==> src/rtl/dmaFlowPkg.sv <==
package dmaFlowPkg;

  typedef enum logic [2:0] {
    ST_IDLE,
    ST_WAIT,
    ST_ISSUE,
    ST_XFER,
    ST_ACK,
    ST_DONE,
    ST_HOLD
  } flowState_t;

  // strobes from control to datapath
  typedef struct packed {
    logic load;       // capture configuration, reset remaining count
    logic issueFull;  // next transfer carries a full burst
    logic issueTail;  // next transfer carries every remaining beat
    logic issueOne;   // next transfer carries one beat
    logic beat;       // one beat completed
  } flowStrobe_t;

  localparam logic [1:0] MODE_P2M = 2'b00;
  localparam logic [1:0] MODE_M2P = 2'b01;

endpackage

==> src/rtl/dmaFlowDatapath.sv <==
module dmaFlowDatapath
  import dmaFlowPkg::*;
#(
  parameter int CNT_W = 16,
  parameter int BL_W  = 5
) (
  input  logic             clk,
  input  logic             rstN,
  input  flowStrobe_t      strobe,
  input  logic [1:0]       xferMode,
  input  logic [CNT_W-1:0] totalCount,
  input  logic [BL_W-1:0]  burstLen,
  output logic [1:0]       cfgMode,
  output logic             remZero,
  output logic             remGeBurst,
  output logic             lastBeat,
  output logic [CNT_W-1:0] xferBeats
);

  localparam int PAD_W = CNT_W - BL_W;
  localparam logic [CNT_W-1:0] ONE = CNT_W'(1);

  logic [CNT_W-1:0] remCnt;
  logic [CNT_W-1:0] beatsLeft;
  logic [CNT_W-1:0] cfgBurst;
  logic [CNT_W-1:0] issueBeats;
  logic [CNT_W-1:0] burstExt;
  logic [CNT_W-1:0] nextBeats;
  logic             anyIssue;

  assign burstExt = {{PAD_W{1'b0}}, burstLen};
  assign anyIssue = strobe.issueFull | strobe.issueTail | strobe.issueOne;

  always_comb begin
    nextBeats = issueBeats;
    if (strobe.issueFull)      nextBeats = cfgBurst;
    else if (strobe.issueTail) nextBeats = remCnt;
    else if (strobe.issueOne)  nextBeats = ONE;
  end

  always_ff @(posedge clk or negedge rstN) begin
    if (!rstN) begin
      remCnt     <= '0;
      beatsLeft  <= '0;
      cfgBurst   <= ONE;
      cfgMode    <= MODE_P2M;
      issueBeats <= '0;
    end else begin
      if (strobe.load) begin
        remCnt   <= totalCount;
        cfgBurst <= (burstExt == '0) ? ONE : burstExt;
        cfgMode  <= xferMode;
      end else if (strobe.beat) begin
        remCnt <= remCnt - ONE;
      end
      if (anyIssue) begin
        issueBeats <= nextBeats;
        beatsLeft  <= nextBeats;
      end else if (strobe.beat) begin
        beatsLeft <= beatsLeft - ONE;
      end
    end
  end

  assign remZero    = (remCnt == '0);
  assign remGeBurst = (remCnt >= cfgBurst);
  assign lastBeat   = (beatsLeft == ONE);
  assign xferBeats  = issueBeats;

  // an issued transfer is never empty and never exceeds what remains
  a_r5_beats_bounded: assert property (@(posedge clk) disable iff (!rstN)
    anyIssue |=> (issueBeats != '0) && (issueBeats <= remCnt));

  // a counted beat never underflows the remaining count
  a_r12_no_underflow: assert property (@(posedge clk) disable iff (!rstN)
    strobe.beat |-> !remZero);

  // a captured burst length is never zero
  a_r11_burst_nonzero: assert property (@(posedge clk) disable iff (!rstN)
    strobe.load |=> (cfgBurst != '0));

endmodule

==> src/rtl/dmaFlowControl.sv <==
module dmaFlowControl
  import dmaFlowPkg::*;
(
  input  logic        clk,
  input  logic        rstN,
  input  logic        chanEn,
  input  logic        burstReq,
  input  logic        singleReq,
  input  logic        beatDone,
  input  logic [1:0]  cfgMode,
  input  logic        remZero,
  input  logic        remGeBurst,
  input  logic        lastBeat,
  output flowStrobe_t strobe,
  output logic        startBurst,
  output logic        startSingle,
  output logic        clrAck,
  output logic        chanDone
);

  flowState_t state, stateNext;
  logic       issueSingle, issueSingleNext;
  logic       isM2m, isP2m;

  assign isM2m = cfgMode[1];
  assign isP2m = (cfgMode == MODE_P2M);

  always_comb begin
    stateNext       = state;
    issueSingleNext = issueSingle;
    strobe          = '0;
    unique case (state)
      ST_IDLE: begin
        if (chanEn) begin
          strobe.load = 1'b1;
          stateNext   = ST_WAIT;
        end
      end
      ST_WAIT: begin
        if (!chanEn) begin
          stateNext = ST_IDLE;
        end else if (remZero) begin
          stateNext = ST_DONE;
        end else if (isM2m) begin
          strobe.issueFull = remGeBurst;
          strobe.issueTail = !remGeBurst;
          issueSingleNext  = 1'b0;
          stateNext        = ST_ISSUE;
        end else if (isP2m) begin
          if (remGeBurst) begin
            if (burstReq) begin
              strobe.issueFull = 1'b1;
              issueSingleNext  = 1'b0;
              stateNext        = ST_ISSUE;
            end
          end else if (singleReq) begin
            strobe.issueOne = 1'b1;
            issueSingleNext = 1'b1;
            stateNext       = ST_ISSUE;
          end
        end else if (burstReq) begin
          strobe.issueFull = remGeBurst;
          strobe.issueTail = !remGeBurst;
          issueSingleNext  = 1'b0;
          stateNext        = ST_ISSUE;
        end
      end
      ST_ISSUE: stateNext = ST_XFER;
      ST_XFER: begin
        if (beatDone) begin
          strobe.beat = 1'b1;
          if (!chanEn)       stateNext = ST_IDLE;
          else if (lastBeat) stateNext = isM2m ? ST_WAIT : ST_ACK;
        end
      end
      ST_ACK:  stateNext = ST_WAIT;
      ST_DONE: stateNext = ST_HOLD;
      ST_HOLD: if (!chanEn) stateNext = ST_IDLE;
      default: stateNext = ST_IDLE;
    endcase
  end

  always_ff @(posedge clk or negedge rstN) begin
    if (!rstN) begin
      state       <= ST_IDLE;
      issueSingle <= 1'b0;
    end else begin
      state       <= stateNext;
      issueSingle <= issueSingleNext;
    end
  end

  assign startBurst  = (state == ST_ISSUE) && !issueSingle;
  assign startSingle = (state == ST_ISSUE) && issueSingle;
  assign clrAck      = (state == ST_ACK);
  assign chanDone    = (state == ST_DONE);

  // at most one command or indication at a time
  a_r1_outputs_exclusive: assert property (@(posedge clk) disable iff (!rstN)
    $onehot0({startBurst, startSingle, clrAck, chanDone}));

  // final beat of a request-triggered transfer is followed by the acknowledge
  a_r8_ack_after_last: assert property (@(posedge clk) disable iff (!rstN)
    (state == ST_XFER && beatDone && lastBeat && chanEn && !isM2m) |=> clrAck);

  // the acknowledge lasts one cycle
  a_r8_ack_pulse: assert property (@(posedge clk) disable iff (!rstN)
    clrAck |=> !clrAck);

  // done lasts one cycle and no start follows it directly
  a_r9_done_pulse: assert property (@(posedge clk) disable iff (!rstN)
    chanDone |=> !chanDone && !startBurst && !startSingle);

  // memory-to-memory transfers never acknowledge
  a_r7_m2m_no_ack: assert property (@(posedge clk) disable iff (!rstN)
    isM2m |-> !clrAck);

  // an aborted transfer gives neither done nor acknowledge
  a_r10_abort_quiet: assert property (@(posedge clk) disable iff (!rstN)
    (state == ST_XFER && beatDone && !chanEn) |=> !chanDone && !clrAck);

  // single transfers only in peripheral-to-memory mode
  a_r3_single_p2m: assert property (@(posedge clk) disable iff (!rstN)
    startSingle |-> isP2m);

endmodule

==> src/rtl/dmaFlowCtrl.sv <==
module dmaFlowCtrl
  import dmaFlowPkg::*;
#(
  parameter int CNT_W = 16,
  parameter int BL_W  = 5
) (
  input  logic             clk,
  input  logic             rstN,
  input  logic             chanEn,
  input  logic [1:0]       xferMode,
  input  logic [CNT_W-1:0] totalCount,
  input  logic [BL_W-1:0]  burstLen,
  input  logic             burstReq,
  input  logic             singleReq,
  input  logic             beatDone,
  output logic             startBurst,
  output logic             startSingle,
  output logic [CNT_W-1:0] xferBeats,
  output logic             clrAck,
  output logic             chanDone
);

  flowStrobe_t strobe;
  logic [1:0]  cfgMode;
  logic        remZero, remGeBurst, lastBeat;

  dmaFlowControl u_ctl (
    .clk         (clk),
    .rstN        (rstN),
    .chanEn      (chanEn),
    .burstReq    (burstReq),
    .singleReq   (singleReq),
    .beatDone    (beatDone),
    .cfgMode     (cfgMode),
    .remZero     (remZero),
    .remGeBurst  (remGeBurst),
    .lastBeat    (lastBeat),
    .strobe      (strobe),
    .startBurst  (startBurst),
    .startSingle (startSingle),
    .clrAck      (clrAck),
    .chanDone    (chanDone)
  );

  dmaFlowDatapath #(
    .CNT_W (CNT_W),
    .BL_W  (BL_W)
  ) u_dp (
    .clk        (clk),
    .rstN       (rstN),
    .strobe     (strobe),
    .xferMode   (xferMode),
    .totalCount (totalCount),
    .burstLen   (burstLen),
    .cfgMode    (cfgMode),
    .remZero    (remZero),
    .remGeBurst (remGeBurst),
    .lastBeat   (lastBeat),
    .xferBeats  (xferBeats)
  );

endmodule

==> config.mk <==
export PLATFORM = sky130hd
export DESIGN_NAME = dmaFlowCtrl
export DESIGN_NICKNAME = d
export VERILOG_FILES = /design/src/rtl/dmaFlowPkg.sv /design/src/rtl/dmaFlowDatapath.sv /design/src/rtl/dmaFlowControl.sv /design/src/rtl/dmaFlowCtrl.sv
export SDC_FILE = /design/constraint.sdc
export NUM_CORES = 1
export LEC_CHECK = 0
export BUFFER_PORTS_ARGS = -buffer_cell sky130_fd_sc_hd__buf_2
export CORE_UTILIZATION = 57
export DETAILED_ROUTE_END_ITERATION = 6
export PLACE_DENSITY = 0.78
export SLEW_MARGIN = 20
export SYNTH_ARGS = -nofsm -noshare
export SYNTH_HDL_FRONTEND = slang
export SYNTH_SLANG_ARGS = --single-unit
==> constraint.sdc <==
create_clock -name clk -period 2.65 [get_ports clk]
set_input_delay 0.53 -clock clk [delete_from_list [all_inputs] [get_ports clk]]
set_output_delay 0.53 -clock clk [all_outputs]
set_load 0.01 [all_outputs]
Yosys cells after proc, flatten, opt, wreduce, memory -nomap -nowiden
Index checks and enable logic that the tools add are counted.

storage, ports and cells
  register bits after elaboration = 70
  input bits = 29
  word-level logic and storage cells = 82

operators by class
  eq/ne operators = 13
  add/sub/neg operators = 2
  muxes and demuxes = 44
  reduce and logical (&&, ||, !) cells = 12
  bitwise operators = 3
  order comparisons = 1

operators with widths
  kind                                                                     count
  16-bit 2-to-1 mux                                                        7
  3-bit 2-to-1 mux                                                         16
  16-bit zero test                                                         2
  16-bit by 1-bit subtractor with 16-bit output, second input constant     2
  3-bit case mux with 7 select lines                                       1
  1-bit 2-to-1 mux                                                         17
  16-bit by 1-bit == test with 1-bit output, second input constant         1
  16-bit greater-or-equal comparator                                       1
  3-bit == test, second input constant                                     3
  7-bit by 5-bit inequality test with 1-bit output, second input constant  1
  3-bit by 2-bit == test with 1-bit output, second input constant          2
  2-bit inequality test, second input constant                             3
  5-bit 2-to-1 mux                                                         1
  5-bit AND reduction                                                      1
  2-bit 2-to-1 mux                                                         2
  4-bit by 2-bit inequality test with 1-bit output, second input constant  1
  4-bit AND reduction                                                      1
  2-bit nonzero test                                                       2
  3-bit by 1-bit == test with 1-bit output, second input constant          1
  3-bit zero test                                                          1
  3-bit inequality test, second input constant                             1
  1-bit logical AND                                                        2
  1-bit zero test                                                          2
  2-bit zero test                                                          1
  other kinds (2)                                                          3

Longest topological paths before layout
Gate-level depths: netlist of the first run.

  depth after elaboration = 12
  gate-level depth with buffers = 9
  gate-level depth less buffers = 8

Cells and area by module
A second synthesis of the first run with hierarchy kept.

second synthesis, totals
  cells, all modules = 383
  area total of the unflattened synthesis = 3445.8 µm²

by module, submodules not included
  module           area an instance (µm²)  cells an instance  instances
  dmaFlowDatapath  3037.9                  327                1
  dmaFlowControl   407.9                   56                 1

Worst setup path before layout of the first run
Ideal clock, no wire load.

  path type = reg-to-reg
  start point = register u_dp.cfgBurst[0]
  end point = register u_dp.beatsLeft[4]
  library setup time = 0.066 ns
  arrival time = 2.363 ns
  path slack = 0.221 ns
  path buffers = 1
  cell stages (with the launch flop) = 9
  cell sequence = dfstp_2 > ha_1 > nand2b_1 > a2111oi_2 > o211a_1 > buf_6 > mux2_2 > o22ai_2 > o311a_1

on the way
  cells in the longest elaborated chain, start to end = 11

RTL lines
  what                                                            RTL line                                                          text
  start, declared                                                 dmaFlowDatapath.sv:25                                             logic [CNT_W-1:0] cfgBurst;
  start signal, assigned                                          dmaFlowDatapath.sv:51                                             cfgBurst <= (burstExt == '0) ? ONE : burstExt;
  16-bit greater-or-equal comparator *                            dmaFlowDatapath.sv:66                                             assign remGeBurst = (remCnt >= cfgBurst);
  1-bit 2-to-1 mux / 1-bit zero test (equally long branches)      dmaFlowControl.sv:50, dmaFlowControl.sv:46, dmaFlowControl.sv:63
  1-bit 2-to-1 mux / 2-bit 2-to-1 mux (equally long branches)     dmaFlowControl.sv:49, dmaFlowControl.sv:61
  1-bit 2-to-1 mux, on equally long branches                      dmaFlowControl.sv:44, dmaFlowControl.sv:49
  3-bit 2-to-1 mux *                                              dmaFlowControl.sv:42                                              end else if (remZero) begin
  3-bit 2-to-1 mux *                                              dmaFlowControl.sv:40                                              if (!chanEn) begin
  3-bit 2-to-1 mux *                                              dmaFlowControl.sv:32                                              unique case (state)
  16-bit 2-to-1 mux / 3-bit 2-to-1 mux (equally long branches)    dmaFlowDatapath.sv:38, dmaFlowControl.sv:32
  16-bit 2-to-1 mux / 1-bit OR (equally long branches)            dmaFlowDatapath.sv:37, dmaFlowDatapath.sv:32
  16-bit 2-to-1 mux / 1-bit OR (equally long branches)            dmaFlowDatapath.sv:36, dmaFlowDatapath.sv:32
  16-bit 2-to-1 mux / 2-bit nonzero test (equally long branches)  -
  end signal, assigned                                            dmaFlowDatapath.sv:58                                             beatsLeft <= nextBeats;
  end signal, assigned                                            dmaFlowDatapath.sv:60                                             beatsLeft <= beatsLeft - ONE;
  end, declared                                                   dmaFlowDatapath.sv:24                                             logic [CNT_W-1:0] beatsLeft;

Every way passes the cells marked *; elsewhere a longest branch is shown, timed or not.
A chain may end at the register's enable or synchronous reset.

Worst setup path after layout of the first run
  start point = register u_dp.remCnt[13]
  end point = register u_dp.beatsLeft[1]

on the way
  cells in the longest elaborated chain, start to end = 11

RTL lines
  what                                                            RTL line                                                          text
  start, declared                                                 dmaFlowDatapath.sv:23                                             logic [CNT_W-1:0] remCnt;
  start signal, assigned                                          dmaFlowDatapath.sv:50                                             remCnt <= totalCount;
  start signal, assigned                                          dmaFlowDatapath.sv:54                                             remCnt <= remCnt - ONE;
  16-bit greater-or-equal comparator                              dmaFlowDatapath.sv:66
  1-bit 2-to-1 mux / 1-bit zero test (equally long branches)      dmaFlowControl.sv:50, dmaFlowControl.sv:46, dmaFlowControl.sv:63
  1-bit 2-to-1 mux / 2-bit 2-to-1 mux (equally long branches)     dmaFlowControl.sv:49, dmaFlowControl.sv:61
  1-bit 2-to-1 mux, on equally long branches                      dmaFlowControl.sv:44, dmaFlowControl.sv:49
  3-bit 2-to-1 mux *                                              dmaFlowControl.sv:42
  3-bit 2-to-1 mux *                                              dmaFlowControl.sv:40
  3-bit 2-to-1 mux *                                              dmaFlowControl.sv:32
  16-bit 2-to-1 mux / 3-bit 2-to-1 mux (equally long branches)    dmaFlowDatapath.sv:38, dmaFlowControl.sv:32
  16-bit 2-to-1 mux / 1-bit OR (equally long branches)            dmaFlowDatapath.sv:37, dmaFlowDatapath.sv:32
  16-bit 2-to-1 mux / 1-bit OR (equally long branches)            dmaFlowDatapath.sv:36, dmaFlowDatapath.sv:32
  16-bit 2-to-1 mux / 2-bit nonzero test (equally long branches)  -

Marked as above.

==> impl_metrics.csv, run 1 <==
group,metric,value,unit
status,outcome,"complete, no violations",
placement,dpl.cell_count,466,
timing,fmax,391,MHz
power,p_seq_frac,0.376,
global_routing,first_global_vias,2690,
synthesis,seq_area_frac_synth,0.455,
timing,fin_crit,2.56,ns
synthesis,postSynthAreaPerCell,9.60,um^2
power,p_clk_frac,0.166,
placement,dpl.hpwl,4840,um
timing,rsz0062_at_grt,"no",
power,max-vdd-ir-drop,0.000598,V
route,drt-pass1-iter-count,4,
floorplan,core,0.00551,mm^2
route,finalWirelength,6790,um
route,wire_per_inst,14.0,um
cells_and_area,fin_util,0.706,
global_routing,grt.overflow.total,0,
synthesis,synth_edf_count,0,
cells_and_area,multi_input_area,0.00166,mm^2
critical_path,crit_buf_inv,2,
synthesis,synth-main-ff-cell,"dfrtp_1",
synthesis,async_flop_share,1.00,
placement,port_buffers,48,
critical_path,crit_path_cell_trace,"or4_4, nor4b_4, buf_4, a21o_1, buf_4, nor4b_2, a21o_1, o32a_2",
timing,setup-tns-final,0,ns
synthesis,netlist_instances,338,
clocking,h-tree-depth,3,
synthesis,synth_top_family_by_area,"simple AND/OR/NAND/NOR gates",
power,p_leak,0.00180,uW
clocking,cts_tree,"yes",
clocking,numCtsBuffers,9,
job,drv_cap,0,
timing,period_share,0.965,
synthesis,ys_seq_elements,59,
route,antenna_left,0,
floorplan,num_rows,27,
cells_and_area,finalInstanceArea,0.00389,mm^2
synthesis,synth_xor_area_frac,0.0675,
timing,finalMaxSlewViolations,0,
clocking,ctsHoldBuffers,0,
timing,setup_violations,0,
synthesis,synth.area.mux_share,0.0166,
synthesis,yosys_warnings,0,
critical_path,crit_type,"reg2reg",
timing,hold_viol,0,
route,drt_iter0_markers,174,
critical_path,cp-start-kind,"register",
timing,slew-limit-headroom,0.616,
floorplan,die_h,77.5,um
global_routing,grt_pass1_wl,12100,um
clocking,cts-root-buf,"clkbuf_8",
critical_path,crit_path_top_delay_cell,"or4_4",
timing,worst_pin_slew,0.568,ns
clocking,clock-sinks,59,
synthesis,syn_nets,375,
floorplan,dieWidth,77.5,um
synthesis,synth_cell_types,55,
floorplan,dieArea,0.00600,mm^2
clocking,clk_path_buf_depth,2,
route,via_count,2667,
critical_path,endpoint_kind,"register",
cells_and_area,diodes,0,
min_path,min_path_type,"in2async",
synthesis,yosys.area_share.adder,0.0308,
power,p_int,2490,uW
timing,skew,0.00649,ns
cells_and_area,nFillCells,426,
synthesis,synth_compound_area_frac,0.152,
global_routing,antenna_found_initial,0,
cells_and_area,drive_gt1_frac,0.265,
critical_path,r2r_slack,0.09,ns
critical_path,crit_family,"simple AND/OR/NAND/NOR gates",
global_routing,grtUsageTotal,0.257,
placement,gp_congestion,0.880,
cells_and_area,final_cells,484,
placement,placed_area,0.00368,mm^2
clocking,clkTransAtPathRegs,0.07,ns
global_routing,grt_start_max_net_pins,60,
clocking,clkLatencyLatePin,0.34,ns
route,avgViaCountPerCell,5.51,
power,cellPowerDensity,1090,mW/mm^2
cells_and_area,area_growth,19.9,%
power,combPwrFrac,0.458,
synthesis,yosys.area_share.simple,0.239,
critical_path,cp_max_fo,5,
critical_path,max_stage_delay,0.57,ns
critical_path,arrival,2.78,ns
critical_path,cp.required,2.88,ns
route,drc,0,
power,power.net_switching,1760,uW
power,switching_share,0.413,
floorplan,start_util,0.589,
cells_and_area,register_area,0.00148,mm^2
synthesis,synth_area,0.00325,mm^2
cells_and_area,fin_nets,444,
floorplan,ios,49,
## worst register-to-register path, stage by stage, from the launching register on
cell	delay, ns
dfrtp_1	0.39
or4_4	0.57
nor4b_4	0.45
buf_4	0.22
a21o_1	0.19
buf_4	0.15
nor4b_2	0.05
a21o_1	0.22
o32a_2	0.19
## synth_stat cells, types with 4 or more instances
cell type	number	share of area
nand2_1	34	0.039
nor2_1	31	0.036
o21ai_0	29	0.045
nor3b_1	6	0.014
nor4_1	6	0.012
nor2b_1	16	0.031
nand3_1	7	0.011
nor3_1	14	0.022
xor2_1	12	0.032
o21ai_1	4	0.0062
dfrtp_1	58	0.45
or4_1	4	0.0093
a21oi_1	11	0.017
ha_1	8	0.031
inv_1	13	0.015
nand2b_1	4	0.0077
clkbuf_1	10	0.012
xnor2_1	13	0.035
or3_1	5	0.0096
## power groups by stage
stage | clock network, uW | registers [uW] | logic [uW]
4_1_cts | 717 | 1590 | 1900
3_5_place_dp | 0 | 1600 | 1890
2_1_floorplan | 0 | 1520 | 1390
5_1_grt | 758 | 1650 | 2200
3_3_place_gp | 0 | 1580 | 1830
6_report | 704 | 1600 | 1950
## routing by layer
| metal | vias to the layer above | global-route usage | share of wire |
|---|---|---|---|
| li1 | 1328 | - | - |
| met2 | 63 | 0.397 | 0.45 |
| met3 | 13 | 0.0447 | 0.042 |
| met4 | 0 | 0.123 | 0.017 |
| met5 | - | 0 | 0 |
| met1 | 1263 | 0.352 | 0.49 |
## layout make-up
cell class,instances,area share
Clock buffer,10,0.0328
Inverter,13,0.0125
Timing Repair Buffer,72,0.115
Tap cell,72,0.0232
Clock inverter,6,0.0106
Sequential cell,59,0.380
Multi-Input combinational cell,252,0.427
## final timing paths
kind                                          from  cells after the start                 end
worst max-delay path               u_dp.remCnt[13]                      8   u_dp.beatsLeft[1]
worst min-delay path                          rstN                      2      u_ctl.state[2]
worst max register to register     u_dp.remCnt[13]                      8   u_dp.beatsLeft[1]
worst min register to register  u_dp.xferBeats[10]                      1  u_dp.xferBeats[10]
max in group asynchronous                     rstN                      2    u_dp.cfgBurst[0]
min in group clk                    totalCount[11]                      3     u_dp.remCnt[11]
## registers in the layout (all words and copies together), names as in the netlist
register           cells
u_dp.beatsLeft        16
u_dp.remCnt           16
u_dp.xferBeats        16
u_dp.cfgBurst          5
u_ctl.state            3
u_dp.cfgMode           2
u_ctl.issueSingle      1
## what timing repair did
item,CTS,global route
buffers inserted,0,2
gates resized for setup,0,3
endpoints found under the setup margin,0,17
## metrics by stage
stage	hold WS [ns]	power (uW)	setup slack [ns]
6_report	0.164	4250	0.0924
5_1_grt	0.218	4610	0.00592
4_1_cts	0.195	4210	0.0514
3_5_place_dp	0.483	3490	0.0653
3_3_place_gp	0.475	3420	0.113
2_1_floorplan	0.234	2910	0.221
## placed cells by master, fill, tap and decap left out, types with 3 or more instances in the layout
cell / count
buf_2: 48
xor2_1: 12
a21o_1: 3
a21oi_1: 11
inv_1: 13
clkbuf_8: 9
o21ai_1: 4
o21ai_0: 29
a211oi_2: 3
ha_1: 8
nor2b_1: 16
mux2_2: 3
xnor2_1: 13
nand2_1: 34
dfrtp_1: 58
and3_1: 3
buf_4: 22
nor2_1: 31
or4_1: 4
or3_1: 5
nor3b_1: 5
nor3_1: 14
nand3b_1: 3
nand3_1: 7
nor4_1: 6
clkinvlp_4: 3
nand2b_1: 4
## logic make-up (layout without fill, tap and decap cells)
kind of cell	after synthesis	after routing
buffers and inverters	27	101
adder cells (fa/ha/maj)	8	8
AO/OA/AOI/OAI	70	70
XOR/XNOR	25	25
multiplexers	5	5
flip-flops	59	59
AND/OR/NAND/NOR	144	144
Power figures use the tool's default switching activity.
==> run 2: changes to the inputs <==
ABC_AREA = 1   (was not set)
CORE_UTILIZATION = 58   (was 57)
==> impl_metrics.csv, run 2 <==
group,metric,value,unit
status,outcome,"complete, no violations",
route,drc,0,
route,drt_iter0_markers,210,
synthesis,yosys_warnings,0,
clocking,cts-root-buf,"clkbuf_8",
global_routing,grtUsageTotal,0.280,
critical_path,crit_family,"simple AND/OR/NAND/NOR gates",
timing,rsz0062_at_grt,"no",
global_routing,antenna_found_initial,0,
placement,port_buffers,48,
power,p_leak,0.00218,uW
timing,setup_violations,0,
route,via_count,3373,
synthesis,synthMostInstantiatedCell,"nand2_1",
synthesis,netlist_top_cells_area,"dfrtp_1 (39%), nand2_1 (11%), inv_1 (5.6%)",
cells_and_area,drive_gt1_frac,0.216,
synthesis,synth_cell_types,42,
route,drt-pass1-iter-count,5,
cells_and_area,area_growth,14.1,%
synthesis,netlist_top_cells_count,"nand2_1 (112), dfrtp_1 (58), inv_1 (56)",
route,wire_per_inst,13.5,um
cells_and_area,final_cells,626,
clocking,ctsHoldBuffers,0,
clocking,cts_tree,"yes",
critical_path,rr_endpoint,"u_dp.beatsLeft[1]",
cells_and_area,layout_commonest_cell,"nand2_1",
timing,hold_viol,0,
critical_path,cp.required,2.92,ns
synthesis,async_flop_share,1.00,
cells_and_area,diodes,0,
clocking,post_cts_resized,0,
power,total_power,4480,uW
placement,gp_congestion,0.899,
critical_path,crit_path_cell_trace,"ha_1, nand2_1, inv_1, nand2_1, nand2_1, nand2_1, nand4_4, nand3_4, inv_2, nand2_2, nor2_2, a21oi_2",
synthesis,syn_nets,531,
critical_path,rr_startpoint,"u_dp.remCnt[3]",
global_routing,grt.overflow.total,0,
global_routing,grt_pass1_wl,14200,um
route,antenna_left,0,
floorplan,dieArea,0.00675,mm^2
critical_path,crit_path_top_delay_cell,"dfrtp_1",
clocking,clk_path_buf_depth,2,
clocking,post-cts-setup-buffers,0,
timing,fmax,422,MHz
global_routing,first_global_vias,3222,
clocking,clkLatencyLatePin,0.34,ns
global_routing,grt_start_max_net_pins,27,
clocking,clkTransAtPathRegs,0.07,ns
route,finalWirelength,8470,um
clocking,numCtsBuffers,9,
critical_path,cp_max_fo,19,
synthesis,ys_seq_elements,59,
synthesis,synth-main-ff-cell,"dfrtp_1",
timing,skew,0.00597,ns
critical_path,endpoint_kind,"register",
synthesis,synth_top_cell_by_area,"dfrtp_1",
floorplan,start_util,0.615,
critical_path,cp-start-kind,"register",
synthesis,seq_area_frac_synth,0.397,
critical_path,r2r_slack,0.28,ns
placement,dpl.hpwl,6240,um
critical_path,crit_type,"reg2reg",
min_path,min_path_type,"in2async",
cells_and_area,final_cell_mix,"nand2_1 (112), dfrtp_1 (58), inv_1 (56)",
power,cellPowerDensity,1050,mW/mm^2
synthesis,postSynthAreaPerCell,7.54,um^2
clocking,h-tree-depth,3,
cells_and_area,fin_nets,583,
critical_path,arrival,2.64,ns
timing,setup-tns-final,0,ns
synthesis,netlist_instances,494,
floorplan,dieWidth,82.2,um
synthesis,synth_area,0.00373,mm^2
timing,fin_crit,2.37,ns
critical_path,max_stage_delay,0.53,ns
placement,dpl.cell_count,610,
timing,slew-limit-headroom,0.598,
critical_path,path_depth,12,
critical_path,crit_buf_inv,2,
power,max-vdd-ir-drop,0.000637,V
timing,finalMaxSlewViolations,0,
critical_path,worstRegToRegCells,12,
timing,worst_pin_slew,0.602,ns
job,drv_cap,0,
floorplan,die_h,82.2,um
route,avgViaCountPerCell,5.39,
clocking,clock-sinks,59,
synthesis,synth_edf_count,0,
floorplan,core,0.00606,mm^2
synthesis,synth_top_cell_area_share,0.390,
floorplan,ios,49,
floorplan,num_rows,28,
timing,period_share,0.894,
critical_path,crit_top_cell,"nand2_1",
run 2: kinds of logic after synthesis:
| family | Yosys count | share of synthesized area |
|---|---|---|
| adder cells (fa/ha/maj) | 8 | 0.0269 |
| AO/OA/AOI/OAI | 92 | 0.155 |
| buffers and inverters | 78 | 0.0870 |
| flip-flops | 59 | 0.397 |
| AND/OR/NAND/NOR | 251 | 0.320 |
| XOR/XNOR | 6 | 0.0141 |
run 2: worst register-to-register path: stages, from the launching register on:
cell	delay, ns
dfrtp_1	0.53
ha_1	0.31
nand2_1	0.08
inv_1	0.04
nand2_1	0.05
nand2_1	0.04
nand2_1	0.17
nand4_4	0.31
nand3_4	0.18
inv_2	0.12
nand2_2	0.27
nor2_2	0.08
a21oi_2	0.12
run 2: worst max path at each step:
stage	start	endpoint	slack, ns
2_1_floorplan	u_dp.remCnt[4]	u_dp.beatsLeft[1]	0.75
6_report	u_dp.remCnt[3]	u_dp.beatsLeft[1]	0.28
3_5_place_dp	u_dp.remCnt[3]	u_dp.beatsLeft[0]	0.33
5_1_grt	u_dp.remCnt[3]	u_dp.beatsLeft[0]	0.07
3_3_place_gp	u_dp.remCnt[3]	u_dp.beatsLeft[0]	0.37
4_1_cts	u_dp.remCnt[3]	u_dp.beatsLeft[1]	0.30
run 2: stage by stage:
step / cell area [um^2] / hold WS [ns] / worst slack, ns / utilization
final: 4250 / 0.188 / 0.281 / 0.701
after global routing: 4250 / 0.238 / 0.0749 / 0.701
after CTS: 4250 / 0.205 / 0.296 / 0.701
after global placement: 4030 / 0.468 / 0.371 / 0.665
after floorplan: 3730 / 0.234 / 0.754 / -
after detailed placement: 4030 / 0.473 / 0.325 / 0.665
run 2: where the power goes:
part           internal, uW  total (uW)  switching (uW)
clock network           552         915             363
logic                   738        1990            1250
registers              1220        1570             346
run 2: per-layer routing:
metal  vias to the layer above  part of all wire  global-route usage
li1                       1727                 -                   -
met5                         -                 0                   0
met3                        17             0.027              0.0440
met1                      1550              0.46               0.346
met4                         0             0.021               0.130
met2                        79              0.49               0.476
run 2: final cells by class:
cell class                      count  area (um^2)
Fill cell                         507         1810
Tap cell                           75         93.8
Multi-Input combinational cell    357         1920
Timing Repair Buffer               56          300
Inverter                           63          236
Clock buffer                       11          141
Clock inverter                      5         77.6
Sequential cell                    59         1480
==> run 3: changes to the inputs <==
CORE_UTILIZATION = 60   (was 58)
GPL_ROUTABILITY_DRIVEN = 0   (was not set)
PLACE_DENSITY = 0.8   (was 0.78)
clock period = 2.8 ns   (was 2.65 ns; I/O delays follow)
==> impl_metrics.csv, run 3 (synthesis gave the netlist of run 2 again) <==
group,metric,value,unit
status,outcome,"complete, no violations",
floorplan,dieWidth,80.8,um
critical_path,worstRegToRegCells,13,
timing,rsz0062_at_grt,"no",
power,p_int,2350,uW
timing,worst_pin_slew,0.748,ns
power,switching_share,0.448,
route,drc,0,
route,antenna_left,0,
power,p_clk_frac,0.208,
power,max-vdd-ir-drop,0.000658,V
clocking,post_cts_resized,0,
clocking,numCtsBuffers,9,
clocking,cts-root-buf,"clkbuf_8",
cells_and_area,diodes,0,
timing,slew-limit-headroom,0.501,
cells_and_area,final_cell_mix,"nand2_1 (112), dfrtp_1 (58), inv_1 (56)",
cells_and_area,fin_util,0.711,
cells_and_area,drive_gt1_frac,0.214,
critical_path,r2r_slack,0.33,ns
critical_path,arrival,2.70,ns
clocking,clkLatencyLatePin,0.34,ns
global_routing,grt_pass1_wl,14700,um
critical_path,rr_startpoint,"u_dp.remCnt[0]",
critical_path,crit_path_cell_trace,"inv_1, ha_1, nand2_2, nor2_4, nand2_4, nand2_4, nor2_4, nand2_8, nand3_4, inv_2, nand2_2, nor2_1, a21oi_2",
placement,port_buffers,48,
clocking,clkTransAtPathRegs,0.08,ns
route,avgViaCountPerCell,5.60,
timing,fmax,404,MHz
timing,whs,0.372,ns
route,drt-pass1-iter-count,5,
global_routing,grt_start_max_net_pins,60,
timing,setup-tns-final,0,ns
timing,finalMaxSlewViolations,0,
floorplan,ios,49,
timing,hold_viol,0,
critical_path,rr_endpoint,"u_dp.beatsLeft[14]",
clocking,post-cts-setup-buffers,0,
min_path,min_path_type,"in2async",
global_routing,antenna_found_initial,0,
critical_path,crit_family,"simple AND/OR/NAND/NOR gates",
route,drt_iter0_markers,186,
floorplan,num_rows,28,
global_routing,grt.overflow.total,0,
global_routing,first_global_vias,3379,
timing,period_share,0.884,
route,via_count,3490,
cells_and_area,fin_nets,580,
clocking,clk_path_buf_depth,2,
timing,skew,0.00775,ns
floorplan,dieArea,0.00653,mm^2
critical_path,cp.required,3.02,ns
critical_path,cp_max_fo,17,
route,finalWirelength,8900,um
global_routing,grtUsageTotal,0.298,
power,combPwrFrac,0.443,
clocking,h-tree-depth,3,
power,power.net_switching,1910,uW
clocking,ctsHoldBuffers,0,
power,p_seq_frac,0.349,
power,p_leak,0.00216,uW
cells_and_area,area_growth,13.6,%
timing,fin_crit,2.47,ns
critical_path,crit_path_top_delay_cell,"dfrtp_1",
cells_and_area,layout_commonest_cell,"nand2_1",
critical_path,endpoint_kind,"register",
critical_path,cp-start-kind,"register",
job,drv_cap,0,
route,wire_per_inst,14.3,um
floorplan,start_util,0.626,
floorplan,core,0.00596,mm^2
critical_path,max_stage_delay,0.41,ns
timing,setup_violations,0,
floorplan,die_h,80.8,um
critical_path,crit_buf_inv,2,
critical_path,crit_type,"reg2reg",
clocking,clock-sinks,59,
power,cellPowerDensity,1010,mW/mm^2
placement,dpl.hpwl,6440,um
clocking,cts_tree,"yes",
==> run 3: stage by stage <==
| stage | worst slack, ns | cell area (um^2) | power [uW] | std cells |
|---|---|---|---|---|
| detailed placement | 0.348 | 4010 | 3370 | 607 |
| floorplan | 0.904 | 3730 | 2900 | 494 |
| global placement | 0.419 | 4010 | 3270 | 607 |
| finish | 0.326 | 4230 | 4260 | 623 |
| CTS | 0.332 | 4230 | 4260 | 623 |
| global route | 0.0659 | 4230 | 4620 | 623 |
==> run 3: how the worst max path moves through the flow <==
stage | startpoint | end | slack [ns] | cells after the start
floorplan | u_dp.remCnt[4] | u_dp.beatsLeft[1] | 0.90 | 13
global placement | u_dp.remCnt[3] | u_dp.beatsLeft[14] | 0.42 | 13
detailed placement | u_dp.remCnt[3] | u_dp.beatsLeft[14] | 0.35 | 13
CTS | u_dp.remCnt[0] | u_dp.beatsLeft[14] | 0.33 | 14
global route | u_dp.remCnt[4] | u_dp.beatsLeft[0] | 0.07 | 12
finish | u_dp.remCnt[0] | u_dp.beatsLeft[14] | 0.33 | 13
==> run 3: layout make-up <==
class	instances	area (um^2)
Multi-Input combinational cell	357	1920
Fill cell	506	1720
Sequential cell	59	1480
Timing Repair Buffer	53	278
Inverter	63	236
Clock buffer	9	124
Clock inverter	7	100
Tap cell	75	93.8
==> run 3: routing by layer <==
| layer | vias to the layer above | track usage | wire (um) |
|---|---|---|---|
| met5 | - | 0 | 0 |
| met4 | 0 | 0.171 | 218 |
| met3 | 24 | 0.0528 | 416 |
| met2 | 109 | 0.513 | 4580 |
| met1 | 1633 | 0.347 | 3690 |
| li1 | 1724 | - | - |
==> run 3: power by group through the flow <==
stage	sequential, uW	combinational (uW)	clock (uW)
final	1480	1890	885
after global routing	1530	2160	937
after CTS	1480	1890	896
after detailed placement	1490	1880	0
after global placement	1470	1800	0
after floorplan	1420	1490	0
